[src/rtl/tpe_pkg.sv]
`timescale 1ns/1ps
package tpe_pkg;
  typedef enum logic {MODE_E1 = 1'b0, MODE_T1 = 1'b1} tp_mode_e;

  localparam int HIST_W  = 20;
  localparam int E1_LEN  = 15;
  localparam int E1_TAP  = 14;
  localparam int T1_LEN  = 20;
  localparam int T1_TAP  = 17;
  localparam int RUN_MAX = 14;

  function automatic logic tap_fb(input logic [HIST_W-1:0] h, input tp_mode_e m);
    return (m == MODE_T1) ? (h[T1_LEN-1] ^ h[T1_TAP-1]) : (h[E1_LEN-1] ^ h[E1_TAP-1]);
  endfunction

  function automatic logic act_zero(input logic [HIST_W-1:0] h, input tp_mode_e m);
    logic [HIST_W-1:0] mask;
    mask = (m == MODE_T1) ? {HIST_W{1'b1}} : {{(HIST_W-E1_LEN){1'b0}}, {E1_LEN{1'b1}}};
    return (h & mask) == '0;
  endfunction

  // quasi-random variant breaks zero runs longer than RUN_MAX
  function automatic logic line_bit(input logic [HIST_W-1:0] h, input tp_mode_e m);
    return tap_fb(h, m) | ((m == MODE_T1) && (h[RUN_MAX-1:0] == '0));
  endfunction
endpackage

[src/rtl/tpe_sync.sv]
`timescale 1ns/1ps
module tpe_sync
  import tpe_pkg::*;
#(
  parameter int SYNC_BITS = 32,
  parameter int LOSS_ERRS = 6,
  parameter int WIN_BITS  = 64
) (
  input  logic     clk_i,
  input  logic     rst_ni,
  input  tp_mode_e mode_i,
  input  logic     rx_bit_i,
  output logic     sync_o,
  output logic     err_o
);
  localparam int MC_W = $clog2(SYNC_BITS);
  localparam int WC_W = $clog2(WIN_BITS);
  localparam int WE_W = $clog2(LOSS_ERRS + 1);

  typedef enum logic {ST_HUNT, ST_LOCK} st_e;

  st_e               st_q;
  tp_mode_e          mode_q;
  logic [HIST_W-1:0] ref_q;
  logic [MC_W-1:0]   match_q;
  logic              win_open_q;
  logic [WC_W-1:0]   win_cnt_q;
  logic [WE_W-1:0]   win_err_q;

  logic miss, ref_dead, mode_chg;

  always_comb begin
    miss     = rx_bit_i ^ line_bit(ref_q, mode_i);
    ref_dead = act_zero(ref_q, mode_i);
    mode_chg = (mode_i != mode_q);
  end

  assign sync_o = (st_q == ST_LOCK);
  assign err_o  = (st_q == ST_LOCK) && miss && !mode_chg;

  always_ff @(posedge clk_i or negedge rst_ni) begin
    if (!rst_ni) begin
      st_q       <= ST_HUNT;
      mode_q     <= MODE_E1;
      ref_q      <= '1;
      match_q    <= '0;
      win_open_q <= 1'b0;
      win_cnt_q  <= '0;
      win_err_q  <= '0;
    end else begin
      mode_q <= mode_i;
      if (mode_chg) begin
        st_q       <= ST_HUNT;
        match_q    <= '0;
        win_open_q <= 1'b0;
        ref_q      <= {ref_q[HIST_W-2:0], rx_bit_i};
      end else begin
        case (st_q)
          ST_HUNT: begin
            ref_q <= {ref_q[HIST_W-2:0], rx_bit_i};
            if (!miss && !ref_dead) begin
              if (match_q == MC_W'(SYNC_BITS - 1)) begin
                st_q       <= ST_LOCK;
                match_q    <= '0;
                win_open_q <= 1'b0;
              end else begin
                match_q <= match_q + MC_W'(1);
              end
            end else begin
              match_q <= '0;
            end
          end
          default: begin
            ref_q <= {ref_q[HIST_W-2:0], tap_fb(ref_q, mode_i)};
            if (!win_open_q) begin
              if (miss) begin
                win_open_q <= 1'b1;
                win_cnt_q  <= WC_W'(1);
                win_err_q  <= WE_W'(1);
              end
            end else if (miss && (win_err_q == WE_W'(LOSS_ERRS - 1))) begin
              st_q       <= ST_HUNT;
              match_q    <= '0;
              win_open_q <= 1'b0;
            end else begin
              if (miss) win_err_q <= win_err_q + WE_W'(1);
              if (win_cnt_q == WC_W'(WIN_BITS - 1)) win_open_q <= 1'b0;
              else win_cnt_q <= win_cnt_q + WC_W'(1);
            end
          end
        endcase
      end
    end
  end
endmodule

[config.mk]
export PLATFORM = sky130hd
export DESIGN_NAME = tpe_sync
export DESIGN_NICKNAME = d
export VERILOG_FILES = /design/src/rtl/tpe_pkg.sv /design/src/rtl/tpe_sync.sv
export SDC_FILE = /design/constraint.sdc
export NUM_CORES = 1
export LEC_CHECK = 0
export ABC_AREA = 1
export BUFFER_PORTS_ARGS = -buffer_cell sky130_fd_sc_hd__buf_2
export CORE_MARGIN = 5
export CORE_UTILIZATION = 39
export DETAILED_ROUTE_END_ITERATION = 8
export PLACE_DENSITY_LB_ADDON = 0.12
export SLEW_MARGIN = 10
export SYNTH_ARGS = -nofsm -noshare
export SYNTH_HDL_FRONTEND = slang
export SYNTH_SLANG_ARGS = --single-unit
[constraint.sdc]
create_clock -name clk_i -period 3.8 [get_ports clk_i]
set_input_delay 0.76 -clock clk_i [delete_from_list [all_inputs] [get_ports clk_i]]
set_output_delay 0.76 -clock clk_i [all_outputs]
set_load 0.02 [all_outputs]
==> results of run 1 <==
[per-layer routing]
layer	vias up	GRT usage [%]	wire length (um)
li1	562	-	-
met5	-	0	0
met3	4	3.20	80
met1	494	14.3	1400
met2	10	18.3	1200
met4	0	4.66	31
[power by group]
part	leakage (nW)	internal [mW]	total (mW)	switching [mW]
logic	0.363	0.0141	0.0453	0.0312
registers	0.443	0.420	0.433	0.0127
clock network	0.0488	0.148	0.276	0.129
total	0.854	0.582	0.754	0.172
[worst register-to-register path, delay by kind of cell, from the launching register on]
| family | cells | cell delay [ps] |
|---|---|---|
| compound gates | 1 | 200 |
| buf+inv | 1 | 100 |
| flops | 1 | 560 |
| simple gates | 9 | 630 |
[cells by family (layout without fill, tap and decap cells)]
| family | Yosys count | in the layout |
|---|---|---|
| and+or+nand+nor | 98 | 98 |
| adders and majority gates | 5 | 5 |
| DFF | 37 | 37 |
| buffers and inverters | 18 | 30 |
| xor gates and xnor gates | 6 | 6 |
| AOI/OAI and AO/OA | 9 | 9 |
[area by class of cell]
type	count	area (um2)
flip-flops and latches	37	951
clock buffers	7	86.3
fillers	398	2220
clock inverters	1	6.26
well taps	50	62.6
multi-input cells	118	633
inverters	17	68.8
repair buffers	5	25.0
[placed cells by master, fill, tap and decap left out]
cell       n
nor2_4     1
o22ai_1    1
clkbuf_1   1
buf_2      5
ha_1       5
dfrtp_1   17
nand3_2    3
inv_1     15
inv_2      1
or2_2      2
nor4_1     1
nor2_2     1
xor2_1     4
clkinv_4   1
nand2_1   41
or2_1      2
nand3_1   17
nor2_1    20
dfstp_2   20
nor3b_1    1
nand2_4    3
and3_1     1
clkbuf_8   6
xnor2_1    2
nand2_2    5
inv_4      1
o21ai_0    5
o21ai_1    3
[worst paths after layout]
path,startpoint,endpoint,slack (ps),cells after the start
setup / recovery,mode_i,err_o,1260,7
hold / removal,ref_q[12],ref_q[13],360,0
setup reg to reg,ref_q[14],win_cnt_q[3],2200,11
hold reg to reg,ref_q[12],ref_q[13],360,0
max in group asynchronous,rst_ni,win_cnt_q[2],2750,1
min in group asynchronous,rst_ni,match_q[0],550,1
[per-stage QoR]
step | hold WS, ps | setup WS (ps) | cells | cell area, um2 | total power, mW
after floorplan | 351 | 1580 | 173 | 1660 | 0.466
after global placement | 352 | 1260 | 227 | 1740 | 0.483
after detailed placement | 356 | 1240 | 227 | 1740 | 0.486
after CTS | 359 | 1240 | 235 | 1830 | 0.768
after global routing | 360 | 1170 | 235 | 1830 | 0.796
final | 356 | 1260 | 235 | 1830 | 0.754
[flip-flops by register name, indices dropped and copies added, names as in the netlist]
signal	count
win_cnt_q	6
win_err_q	3
match_q	5
mode_q	1
win_open_q	1
ref_q	20
sync_o	1
==> results.py, run 1 <==
metrics = {
    "timing": {
        "drv_slew": 0,
        "hold_viol_final": 0,
        "relSlewSlack_pct": 48.1,
        "period_needed_ps": 2540,
        "rsz0062_at_grt": "no",
        "tns_ps": 0,
        "fmax_ghz": 0.394,
        "tightest_slew_ps": 779,
        "setup_viol": 0,
        "finalCritPeriodShare_pct": 66.8,
        "skew_ps": 8.18,
    },
    "clock_network": {
        "cts.path.max_buffers": 2,
        "post-cts-setup-buffer-count": 0,
        "post_cts_resize_count": 0,
        "insertion_delay_ps": 280,
        "clock_sinks": 37,
        "cts_tree": "built",
        "cts_buffers": 5,
        "cts_max_level": 2,
        "cts_root_buffer": "clkbuf_8",
        "clkSlewWorstSetupHoldPaths_ps": 70,
        "hold_buffers": 0,
    },
    "synthesis": {
        "yosys_most_used_dff": "dfstp_2",
        "syn_area_per_cell_um2": 9.58,
        "synth_top_area_share_pct": 31.7,
        "postSynthCellCount": 173,
        "synthMuxAreaShare_pct": 0,
        "ys_warn_count": 0,
        "synth_area_leaders": "dfstp_2, dfrtp_1, nand2_1",
        "syn_area_um2": 1660,
        "ys_async_sr_fraction_pct": 100,
        "synth_fa_ha_area_share_pct": 3.77,
        "synth_nets": 182,
        "yosysTopAreaCell": "dfstp_2",
        "synth_simple_gate_area_share_pct": 28.5,
        "synth_xor_area_share_pct": 3.17,
        "ys_types": 25,
        "synth.most_common_cell": "nand2_1",
        "ys_ff_latch": 37,
        "ys_seq_area_share_pct": 57.4,
        "synth_compound_area_share_pct": 2.79,
        "synth-edff-count": 0,
        "synthTopCellsByCount": "nand2_1, dfstp_2, nor2_1",
        "synth_top_family_by_area": "simple AND/OR/NAND/NOR gates",
    },
    "routing": {
        "wl_per_cell_um": 11.5,
        "drt_iter0_drc": 50,
        "route.vias.total": 1070,
        "route.antenna.remaining_nets": 0,
        "drcViolationCount": 0,
        "drt-total-wl_um": 2710,
        "routed_via_density": 4.55,
        "drtPass1Iterations": 4,
    },
    "global_routing": {
        "overflow": 0,
        "grt_pass1_vias": 1067,
        "grt_use_total_pct": 11.3,
        "antenna_found_initial": 0,
        "grt_pass1_wl_um": 4790,
        "grt_max_degree": 38,
    },
    "final_layout": {
        "final_util_pct": 45.2,
        "layout-drive-gt1-share_pct": 26.5,
        "antennaDiodeCount": 0,
        "area_delta_synth_final_pct": 10.6,
        "fin_nets": 193,
    },
    "critical_path": {
        "crit_buf_inv": 4,
        "crit_fanout": 5,
        "cp-start-kind": "input pin",
        "critPathKind": "input pin to output port",
        "path_cells": "buf_2, xnor2_1, inv_1, nor2_1, inv_1, nor2_4, buf_2",
        "required_ps": 3040,
        "slowest_stage": "nor2_1",
        "crit_path_max_incr_delay_ps": 200,
        "cp.arrival_ps": 1780,
        "cp_top_family": "buffers and inverters",
        "worstSetupEndpointType": "output port",
    },
    "die": {
        "coreArea_um2": 4060,
        "ios": 6,
        "die_x_um": 75.2,
        "start_util_pct": 40.9,
        "num_rows": 23,
        "die_area_um2": 5660,
        "die_h_um": 75.2,
    },
    "place": {
        "port-buffer-count": 5,
        "hpwlAfterDp_um": 2000,
        "gp_congestion": 0.771,
    },
    "power_and_ir_drop": {
        "vdd_drop_max_mv": 0.230,
        "powerDensity_nw_per_um2": 411,
        "leakage_nw": 0.854,
    },
    "status": {
        "status": "completed",
    },
    "run": {
        "cap_violations": 0,
    },
    "hold_path": {
        "holdCritPathClass": "register to register",
    },
}
Note: power is estimated with default switching activity, not from simulation.
==> inputs of run 2 (changes only) <==
ABC_AREA = 0   (was 1)
clock period = 2.2 ns   (was 3.8 ns; I/O delays follow)
==> run 2 against run 1 <==
  * Sequential share of layout area shrank 5.6 points
  * Die area is 1.6% higher
  * Clock power rose by 61%
  * Largest cell class unchanged
  * Clock skew fell by 3.5 ps
  * Critical path depth down 1
  * Hold slack got worse by 120 ps
  * Register-to-register slack lost 2100 ps
  * Via count grew 14%
  * Critical endpoint unchanged
  * Largest power group unchanged
  * Synthesized cell count decreased by 19%
  * Combinational power grew to 2.6 times the previous value
  * Area after synthesis increased by 1.9%
==> results.py, run 2 <==
metrics = {
    "status": {
        "status": "completed",
    },
    "place": {
        "placement.cell_area_um2": 1860,
        "port-buffer-count": 5,
        "dp_slack_ps": -83.8,
        "gp_congestion": 0.809,
        "hpwlAfterDp_um": 2510,
        "dpl.cell_count": 207,
    },
    "routing": {
        "route.antenna.remaining_nets": 0,
        "drcViolationCount": 0,
        "drt_iter0_drc": 28,
        "route.vias.total": 1216,
        "routed_via_density": 5.50,
        "drtPass1Iterations": 4,
        "drt-total-wl_um": 3450,
        "wl_per_cell_um": 15.6,
    },
    "synthesis": {
        "synth.most_common_cell": "dfstp_2",
        "ys_warn_count": 0,
        "yosysTopAreaCell": "dfstp_2",
        "synth_top_area_share_pct": 31.1,
        "postSynthCellCount": 140,
        "syn_area_um2": 1690,
        "synth_area_leaders": "dfstp_2, dfrtp_1, nor4_4",
        "ys_ff_latch": 37,
        "ys_async_sr_fraction_pct": 100,
        "ys_seq_area_share_pct": 56.3,
        "synth-edff-count": 0,
        "synthTopCellsByCount": "dfstp_2, dfrtp_1, nand2_1",
        "synth_nets": 149,
        "ys_types": 43,
        "yosys_most_used_dff": "dfstp_2",
        "syn_area_per_cell_um2": 12.1,
    },
    "timing": {
        "rsz0062_at_grt": "yes",
        "setup_ws_ps": 42.2,
        "finalCritPeriodShare_pct": 98.1,
        "setup_viol": 0,
        "fmax_ghz": 0.463,
        "relSlewSlack_pct": 47.5,
        "period_needed_ps": 2160,
        "drv_slew": 0,
        "skew_ps": 4.70,
        "tightest_slew_ps": 788,
        "whs_ps": 234,
        "hold_viol_final": 0,
    },
    "clock_network": {
        "cts.path.max_buffers": 2,
        "cts_buffers": 5,
        "hold_buffers": 0,
        "cts_max_level": 2,
        "clock_sinks": 37,
        "insertion_delay_ps": 290,
        "cts_root_buffer": "clkbuf_8",
        "clkSlewWorstSetupHoldPaths_ps": 70,
        "cts_tree": "built",
    },
    "global_routing": {
        "grt_max_degree": 38,
        "grt_use_total_pct": 13.7,
        "antenna_found_initial": 0,
        "overflow": 0,
        "grt_pass1_wl_um": 5710,
        "grt_pass1_vias": 1237,
    },
    "hold_path": {
        "holdCritPathClass": "input pin to async pin",
    },
    "final_layout": {
        "layout-drive-gt1-share_pct": 39.6,
        "reg_top3": "ref_q (20), win_cnt_q (6), match_q (5)",
        "final_common_cell": "dfstp_2",
        "fin_nets": 177,
        "area_delta_synth_final_pct": 21.7,
        "largest_reg_flops": 20,
        "top_register": "ref_q",
        "antennaDiodeCount": 0,
        "final_cell_mix": "dfstp_2, buf_4, dfrtp_1",
        "stdcell_count": 221,
        "finalInstanceArea_um2": 2060,
    },
    "critical_path": {
        "cp-start-kind": "register",
        "worstSetupEndpointType": "output port",
        "required_ps": 1760,
        "crit_fanout": 3,
        "critPathKind": "register to output port",
        "cp.arrival_ps": 1720,
    },
    "die": {
        "num_rows": 24,
        "start_util_pct": 39.6,
        "coreArea_um2": 4260,
        "ios": 6,
        "die_area_um2": 5750,
        "die_h_um": 75.8,
        "die_x_um": 75.8,
    },
    "run": {
        "cap_violations": 0,
    },
    "power_and_ir_drop": {
        "leakage_nw": 0.915,
        "vdd_drop_max_mv": 0.389,
        "total_power_mw": 1.30,
        "powerDensity_nw_per_um2": 634,
    },
}
[run 2: changes by cell type in the layout (fill, tap and decap cells not counted), sizes merged, moves of 5 or more]
cell / previous run / this run
a21oi: 0 / 5
a21o: 0 / 5
buf: 5 / 23
nor2: 22 / 6
inv: 17 / 4
nand3: 20 / 4
or4: 0 / 5
nand4: 0 / 5
nand2: 49 / 12
[run 2: path summary, 6_finish.rpt]
kind                                 to  slack [ps]  startpoint  depth (start not counted)
max                               err_o          40   ref_q[13]                          6
min                              mode_q         230      rst_ni                          1
max reg2reg                win_cnt_q[5]          70   ref_q[13]                          6
min reg2reg                   ref_q[16]         370   ref_q[15]                          0
max in group asynchronous  win_err_q[1]        1470      rst_ni                          1
min in group clk_i            ref_q[16]         370   ref_q[15]                          0
[run 2: kinds of logic after synthesis]
| logic type | after synthesis | synth area share [%] |
|---|---|---|
| buffers and inverters | 6 | 1.41 |
| multiplexers | 3 | 1.85 |
| AND/OR/NAND/NOR | 54 | 21.4 |
| AO/OA/AOI/OAI | 32 | 13.8 |
| XOR/XNOR | 3 | 1.56 |
| flip-flops | 37 | 56.3 |
| adder cells (fa/ha/maj) | 5 | 3.70 |
[run 2: metrics by stage]
step | util [%] | setup TNS, ps
2_1_floorplan | - | 0
3_3_place_gp | 43.6 | -4.90
3_5_place_dp | 43.6 | -369
4_1_cts | 46.2 | 0
5_1_grt | 48.2 | -85.4
6_report | 48.2 | 0
[run 2: what timing repair did]
item / CTS / global route
gates cloned: 0 / 0
pin swaps: 2 / 13
gates resized for setup: 9 / 8
setup buffers: 0 / 6
endpoints found under the setup margin: 10 / 9
[run 2: final cells by class]
class / count / area, um2
Sequential cell: 37 / 951
Fill cell: 415 / 2210
Inverter: 4 / 15.0
Clock inverter: 1 / 5.00
Multi-Input combinational cell: 97 / 777
Timing Repair Buffer: 23 / 166
Clock buffer: 7 / 76.3
Tap cell: 52 / 65.1
[run 2: critical path, cell delays in order (launching register included)]
cell,delay [ps]
dfstp_2,590
xnor2_2,100
mux2_4,300
nand3_2,110
nand2_2,80
nor2_4,120
buf_6,120
[run 2: power by group]
group | leakage [nW] | internal, mW | switching, mW
sequential | 0.434 | 0.720 | 0.0236
combinational | 0.438 | 0.0532 | 0.0632
clock | 0.0422 | 0.222 | 0.221
total | 0.915 | 0.995 | 0.308
[run 2: metal layers]
layer  share of wire [%]  global-route usage (%)
met1                  43                    15.7
met2                  53                    22.6
met3                 2.3                    3.83
met4                 2.1                    7.77
met5                   0                       0
